**config.mk**
```make
export PLATFORM = sky130hd
export DESIGN_NAME = spi_flash_host
export DESIGN_NICKNAME = d
export VERILOG_FILES = /design/src/rtl/spi_flash_host.sv
export SDC_FILE = /design/constraint.sdc
export NUM_CORES = 1
export LEC_CHECK = 0
export BUFFER_PORTS_ARGS = -buffer_cell sky130_fd_sc_hd__clkbuf_2
export CAP_MARGIN = 30
export CORE_MARGIN = 4
export CORE_UTILIZATION = 50
export CTS_BUF_LIST = sky130_fd_sc_hd__clkbuf_2
export CTS_CLUSTER_DIAMETER = 120
export DETAILED_ROUTE_END_ITERATION = 7
export PLACE_DENSITY = 0.7
export SYNTH_ARGS = -nofsm -noshare
export SYNTH_HDL_FRONTEND = slang
export SYNTH_SLANG_ARGS = --single-unit
```
**constraint.sdc**
```tcl
create_clock -name clk -period 3.6 [get_ports clk]
set_clock_uncertainty 0.1 [all_clocks]
set_input_delay 0.18 -clock clk [delete_from_list [all_inputs] [get_ports clk]]
set_output_delay 0.18 -clock clk [all_outputs]
set_load 0.005 [all_outputs]
```
**src/rtl/spi_flash_host.sv**
```systemverilog
module spi_flash_host #(
  parameter int FAST_HALF = 1,
  parameter int SLOW_HALF = 3
) (
  input  logic        clk,
  input  logic        rst_n,
  input  logic        req_valid,
  input  logic [2:0]  req_cmd,
  input  logic [23:0] req_addr,
  input  logic [8:0]  req_len,
  input  logic [7:0]  wr_data,
  output logic        wr_take,
  output logic [7:0]  rd_data,
  output logic        rd_valid,
  output logic        done,
  output logic        busy,
  output logic        sck,
  output logic        cs_n,
  output logic        io0_o,
  output logic        io0_oe,
  input  logic        io0_i,
  output logic        io1_o,
  output logic        io1_oe,
  input  logic        io1_i
);
  localparam int HMAX = (SLOW_HALF > FAST_HALF) ? SLOW_HALF : FAST_HALF;
  localparam int DW   = $clog2(HMAX + 1);

  localparam logic [2:0] C_READ = 3'd0, C_FAST = 3'd1, C_DOUT = 3'd2, C_DIO = 3'd3,
                         C_PROG = 3'd4, C_SE = 3'd5, C_BE32 = 3'd6, C_BE64 = 3'd7;

  typedef enum logic [2:0] {S_IDLE, S_LAUNCH, S_RUN, S_TAIL, S_GAP} st_t;
  typedef enum logic [1:0] {F_WREN, F_MAIN, F_POLL} fr_t;
  typedef enum logic [2:0] {P_OPC, P_ADDR, P_DUM, P_WDAT, P_RDAT, P_END} ph_t;

  st_t         st;
  fr_t         fr;
  ph_t         ph, nph, adv_ph;
  logic [2:0]  cmd, cib;
  logic [23:0] addr, addr_al;
  logic [8:0]  len, left, nleft, adv_left, rem, len_cl;
  logic [DW-1:0] divc, half;
  logic [7:0]  tx, rx, rx_nxt, opcode, load_byte;
  logic        sck_q, cs_q, bdone, stat_busy, gapn;
  logic        wide, tick, byte_last, is_fast, drive;

  assign is_fast   = (cmd == C_FAST) || (cmd == C_DOUT) || (cmd == C_DIO);
  assign wide      = (fr == F_MAIN) && (((ph == P_ADDR) && (cmd == C_DIO)) ||
                     ((ph == P_RDAT) && ((cmd == C_DOUT) || (cmd == C_DIO))));
  assign half      = ((fr == F_MAIN) && (cmd == C_READ)) ? DW'(SLOW_HALF) : DW'(FAST_HALF);
  assign tick      = (divc == half - 1'b1);
  assign byte_last = (cib == (wide ? 3'd3 : 3'd7));
  assign rx_nxt    = wide ? {rx[5:0], io1_i, io0_i} : {rx[6:0], io1_i};
  assign rem       = 9'd256 - {1'b0, req_addr[7:0]};
  assign len_cl    = ((req_cmd == C_PROG) && (req_len > rem)) ? rem : req_len;

  always_comb begin
    case (req_cmd)
      C_SE:    addr_al = {req_addr[23:12], 12'h000};
      C_BE32:  addr_al = {req_addr[23:15], 15'h0000};
      C_BE64:  addr_al = {req_addr[23:16], 16'h0000};
      default: addr_al = req_addr;
    endcase
  end

  always_comb begin
    opcode = 8'h05;
    if (fr == F_WREN) opcode = 8'h06;
    else if (fr == F_MAIN)
      case (cmd)
        C_READ:  opcode = 8'h03;
        C_FAST:  opcode = 8'h0B;
        C_DOUT:  opcode = 8'h3B;
        C_DIO:   opcode = 8'hBB;
        C_PROG:  opcode = 8'h02;
        C_SE:    opcode = 8'h20;
        C_BE32:  opcode = 8'h52;
        default: opcode = 8'hD8;
      endcase
  end

  always_comb begin
    nph = P_END;
    nleft = 9'd1;
    case (ph)
      P_OPC:
        if (fr == F_POLL) nph = P_RDAT;
        else if (fr == F_MAIN) begin nph = P_ADDR; nleft = 9'd3; end
      P_ADDR:
        if (is_fast) nph = P_DUM;
        else if (cmd == C_READ) begin nph = P_RDAT; nleft = len; end
        else if (cmd == C_PROG) begin nph = P_WDAT; nleft = len; end
      P_DUM: begin nph = P_RDAT; nleft = len; end
      default: ;
    endcase
  end

  assign adv_ph   = (left > 9'd1) ? ph : nph;
  assign adv_left = (left > 9'd1) ? left - 9'd1 : nleft;

  always_comb begin
    case (adv_ph)
      P_ADDR:  load_byte = (adv_left == 9'd3) ? addr[23:16] :
                           (adv_left == 9'd2) ? addr[15:8] : addr[7:0];
      P_WDAT:  load_byte = wr_data;
      default: load_byte = 8'h00;
    endcase
  end

  always_ff @(posedge clk or negedge rst_n) begin
    if (!rst_n) begin
      st <= S_IDLE; fr <= F_MAIN; ph <= P_OPC; cmd <= 3'd0; addr <= '0; len <= '0;
      left <= '0; cib <= '0; divc <= '0; tx <= '0; rx <= '0; sck_q <= 1'b0; cs_q <= 1'b1;
      bdone <= 1'b0; stat_busy <= 1'b0; gapn <= 1'b0;
      rd_valid <= 1'b0; rd_data <= '0; done <= 1'b0; wr_take <= 1'b0;
    end else begin
      rd_valid <= 1'b0;
      done     <= 1'b0;
      wr_take  <= 1'b0;
      case (st)
        S_IDLE:
          if (req_valid) begin
            cmd  <= req_cmd;
            addr <= addr_al;
            len  <= len_cl;
            fr   <= req_cmd[2] ? F_WREN : F_MAIN;
            st   <= S_LAUNCH;
          end
        S_LAUNCH: begin
          cs_q <= 1'b0; ph <= P_OPC; left <= 9'd1; tx <= opcode;
          cib <= '0; divc <= '0; bdone <= 1'b0; st <= S_RUN;
        end
        S_RUN:
          if (!tick) divc <= divc + 1'b1;
          else begin
            divc <= '0;
            if (!sck_q) begin
              sck_q <= 1'b1;
              rx    <= rx_nxt;
              cib   <= cib + 3'd1;
              if (byte_last) begin
                cib   <= '0;
                bdone <= 1'b1;
                if (ph == P_RDAT) begin
                  if (fr == F_MAIN) begin rd_valid <= 1'b1; rd_data <= rx_nxt; end
                  else stat_busy <= rx_nxt[0];
                end
              end
            end else begin
              sck_q <= 1'b0;
              if (bdone) begin
                bdone <= 1'b0;
                if (adv_ph == P_END) st <= S_TAIL;
                else begin
                  ph   <= adv_ph;
                  left <= adv_left;
                  tx   <= load_byte;
                  if (adv_ph == P_WDAT) wr_take <= 1'b1;
                end
              end else
                tx <= wide ? {tx[5:0], 2'b00} : {tx[6:0], 1'b0};
            end
          end
        S_TAIL:
          if (!tick) divc <= divc + 1'b1;
          else begin divc <= '0; cs_q <= 1'b1; gapn <= 1'b0; st <= S_GAP; end
        S_GAP:
          if (!tick) divc <= divc + 1'b1;
          else begin
            divc <= '0;
            if (!gapn) gapn <= 1'b1;
            else begin
              case (fr)
                F_WREN: begin fr <= F_MAIN; st <= S_LAUNCH; end
                F_MAIN:
                  if (cmd[2]) begin fr <= F_POLL; st <= S_LAUNCH; end
                  else begin done <= 1'b1; st <= S_IDLE; end
                default:
                  if (stat_busy) st <= S_LAUNCH;
                  else begin done <= 1'b1; st <= S_IDLE; end
              endcase
            end
          end
        default: st <= S_IDLE;
      endcase
    end
  end

  assign drive  = (st == S_RUN) && ((ph == P_OPC) || (ph == P_ADDR) || (ph == P_WDAT));
  assign io0_oe = drive;
  assign io1_oe = drive && wide;
  assign io0_o  = wide ? tx[6] : tx[7];
  assign io1_o  = tx[7];
  assign sck    = sck_q;
  assign cs_n   = cs_q;
  assign busy   = (st != S_IDLE);

  assert_sck_idle_R2: assert property (@(posedge clk) disable iff (!rst_n) cs_n |-> !sck);
  assert_cs_hold_R10: assert property (@(posedge clk) disable iff (!rst_n) $rose(cs_n) |=> cs_n);
  assert_done_pulse_R10: assert property (@(posedge clk) disable iff (!rst_n) done |=> !done);
  assert_io1_dio_R6: assert property (@(posedge clk) disable iff (!rst_n)
    io1_oe |-> (cmd == C_DIO && fr == F_MAIN && !cs_n));
  assert_release_R5: assert property (@(posedge clk) disable iff (!rst_n)
    (fr == F_MAIN && is_fast && !cs_n && (ph == P_DUM || ph == P_RDAT)) |-> (!io0_oe && !io1_oe));
  assert_take_prog_R7: assert property (@(posedge clk) disable iff (!rst_n)
    wr_take |-> (cmd == C_PROG && !cs_n));
  assert_rdv_read_R3: assert property (@(posedge clk) disable iff (!rst_n)
    rd_valid |-> (!cs_n && !cmd[2]));
  assert_poll_end_R9: assert property (@(posedge clk) disable iff (!rst_n)
    (done && cmd[2]) |-> !stat_busy);
endmodule

```
==> flow_metrics.tcl <==
set metrics [dict create \
    syn_avg_cell_area_sq_um 9.35 \
    postLayoutSetupSlackWorst_ns 0.0356 \
    seqPwrFrac_pct 39.3 \
    vdd.ir_drop.worst_mv 0.550 \
    worstPathArrival_ns 4.02 \
    clk_latency_ns 0.62 \
    hold_class "in2async" \
    dr_total_vias 4985 \
    ys_seq_elements 89 \
    synth_top_cell_area_share_pct 39.0 \
    final_cell_mix "87 x dfrtp_1, 83 x nand2_1, 74 x clkbuf_2" \
    final_common_cell "dfrtp_1" \
    finalCritPeriodShare_pct 99.0 \
    overflow 0 \
    layout.nets 764 \
    grtUsageTotal_pct 23.9 \
    power_frac_comb_pct 46.3 \
    cp_top_family "simple AND/OR/NAND/NOR gates" \
    cts.sinks 89 \
    synthTopCellsByArea "dfrtp_1 39%, nand2_1 5.6%, mux2i_1 5.2%" \
    async_flop_share_pct 100 \
    path_buf_inv 3 \
    tritoncts "built" \
    finalSetupViolCount 0 \
    slew_headroom_pct 45.7 \
    wl_mm 14.9 \
    cts_buffers 9 \
    synthesis.nets 660 \
    slowest_delay_ns 0.59 \
    critPathKind "in2reg" \
    syn_area_sq_um 5590 \
    p_leak_nw 3.11 \
    cts.reportedPaths.clkPinSlew_ns 0.26 \
    hold_ws_ns 0.0489 \
    place_hpwl_mm 10.0 \
    antenna_cells 0 \
    end_kind "register" \
    drt_first_pass_iters 5 \
    yosys_warnings 0 \
    die_area_sq_um 12900 \
    grt_max_degree 63 \
    die_w_microns 114 \
    cp.required_ns 4.05 \
    tightest_slew_ns 0.814 \
    port_buffers 66 \
    post-route-min-period_ns 3.56 \
    syn_inst 598 \
    p_switching_mw 1.75 \
    hold_viol_final 0 \
    p_int_mw 2.40 \
    synth_seq_area_share_pct 39.9 \
    yosysUniqueCellTypes 87 \
    slew_viol_final 0 \
    initialDrtViolationCount 306 \
    cap_violations 0 \
    status "finished clean" \
    swShare_pct 42.2 \
    wl_per_cell_microns 17.6 \
    gp_congestion 0.897 \
    p_clk_share_pct 14.4 \
    crit_fanout 8 \
    startpoint_type "input pin" \
    grt_pass1_vias 5013 \
    post_cts_buffers 0 \
    htreeDepth 3 \
    synth_edf_count 0 \
    antenna_found_initial 0 \
    synthToLayoutAreaGrowth_pct 19.6 \
    synthFlopType "dfrtp_1" \
    grt_pass1_wl_mm 24.6 \
    row_count 38 \
    initial_core_util_pct 51.3 \
    route.detailed.drc 0 \
    max_freq_ghz 0.281 \
    yosys.area.top_type "dfrtp_1" \
    p_per_area_nw_per_um2 620 \
    cp_cell_sequence "dlygate4sd3_1 -> clkbuf_2 -> or4_4 -> or4_4 -> ha_1 -> nand2_2 -> nor2_1 -> nand4_1 -> nand3_1 -> a2111o_2 -> and2_4 -> o211ai_1 -> dlygate4sd3_1" \
    place_ws_ns 0.347 \
    drive_gt1_share_pct 18.2 \
    ant_nets 0 \
    critPathSlowestCell "dlygate4sd3_1" \
    io_pins 67 \
    root_buffer "clkbuf_2" \
    clock_tree.buffer_depth 2 \
    dieHeight_microns 114 \
    viasPerCell 5.89 \
    core_area_sq_um 10900 \
]
==> through the flow <==
stage	power (mW)	TNS (ns)	util (%)	instances	instance area [sq um]
2_1_floorplan	3.00	0	-	598	5590
3_3_place_gp	3.38	0	54.7	774	5960
3_5_place_dp	3.44	0	54.7	774	5960
4_1_cts	4.13	0	61.1	846	6660
5_1_grt	4.47	-0.0434	61.4	847	6690
6_report	4.15	0	61.4	847	6690
==> cell type report <==
type	instances	area (sq um)
sequential	89	2230
clock buffer	9	45.0
fill	893	4200
tap	140	175
multi-input combinational	449	3100
clock inverter	7	93.8
timing repair buffer	132	968
inverter	21	78.8
==> state kept, by name, summed over array words and instances (netlist names) <==
name,count
addr,24
left,9
len,9
rd_data,8
tx,8
rx,7
cib,3
cmd,3
ph,3
st,3
divc,2
fr,2
bdone,1
cs_n,1
done,1
gapn,1
rd_valid,1
sck,1
stat_busy,1
wr_take,1
==> power by group through the flow <==
stage | sequential, mW | clock (mW) | combinational, mW
finish | 1.63 | 0.598 | 1.92
global placement | 1.63 | 0 | 1.75
global route | 1.67 | 0.657 | 2.14
detailed placement | 1.65 | 0 | 1.79
floorplan | 1.50 | 0 | 1.50
CTS | 1.62 | 0.613 | 1.89
==> synth_stat cells, drive strengths merged, types with 6 or more instances <==
master,n
o2bb2ai,7
ha,13
nand4,8
nor2b,6
buf,20
a22o,12
and3,8
a31oi,17
nor3,8
nor2,40
a21o,11
a21oi,25
o21ai,25
nand3,23
nand2b,11
clkbuf,20
nand2,84
and2,9
xor2,6
mux2,12
o211ai,7
mux2i,30
inv,21
dfrtp,87
==> repair_timing <==
action | in CTS | in global routing
hold endpoints to repair | 111 | 0
hold buffers | 56 | 0
resized for setup | 0 | 6
setup endpoints to repair | 0 | 5
==> logic make-up (layout without fill, tap and decap cells) <==
family / count (synthesis) / count (layout) / synth area share (%)
buf+inv: 61 / 169 / 5.24
flops: 89 / 89 / 39.9
mux: 42 / 42 / 7.92
fa+ha+maj: 14 / 14 / 3.09
compound gates: 154 / 155 / 20.9
simple gates: 228 / 228 / 21.4
xor+xnor: 10 / 10 / 1.57
==> worst reg2reg max path: stages (launching register included) <==
cell and delay (ns):
dfrtp_1 0.50, nor4_4 0.28, buf_4 0.20, o2111a_1 0.53, o2111ai_1 0.24, a2bb2oi_2 0.37, and2_0 0.37, o211ai_1 0.20
a31oi_1 0.24
==> layer usage <==
metal | global-route usage, % | wire, microns | vias up
met5 | 0 | 0 | -
met4 | 6.89 | 314 | 0
li1 | - | - | 2395
met3 | 5.84 | 679 | 25
met2 | 40.2 | 7370 | 131
met1 | 30.8 | 6510 | 2434
==> path summary, 6_finish.rpt <==
| check | start | end | slack, ns | depth (start not counted) |
|---|---|---|---|---|
| hold reg to reg | addr[13] | addr[13] | 0.41 | 2 |
| setup / recovery | req_addr[5] | len[0] | 0.04 | 13 |
| hold / removal | rst_n | ph[0] | 0.05 | 2 |
| min in group clk | req_valid | len[8] | 0.13 | 4 |
| setup reg to reg | left[4] | tx[7] | 0.56 | 8 |
| max in group asynchronous | rst_n | addr[23] | 2.46 | 3 |
Note: power is estimated with default switching activity, not from simulation.
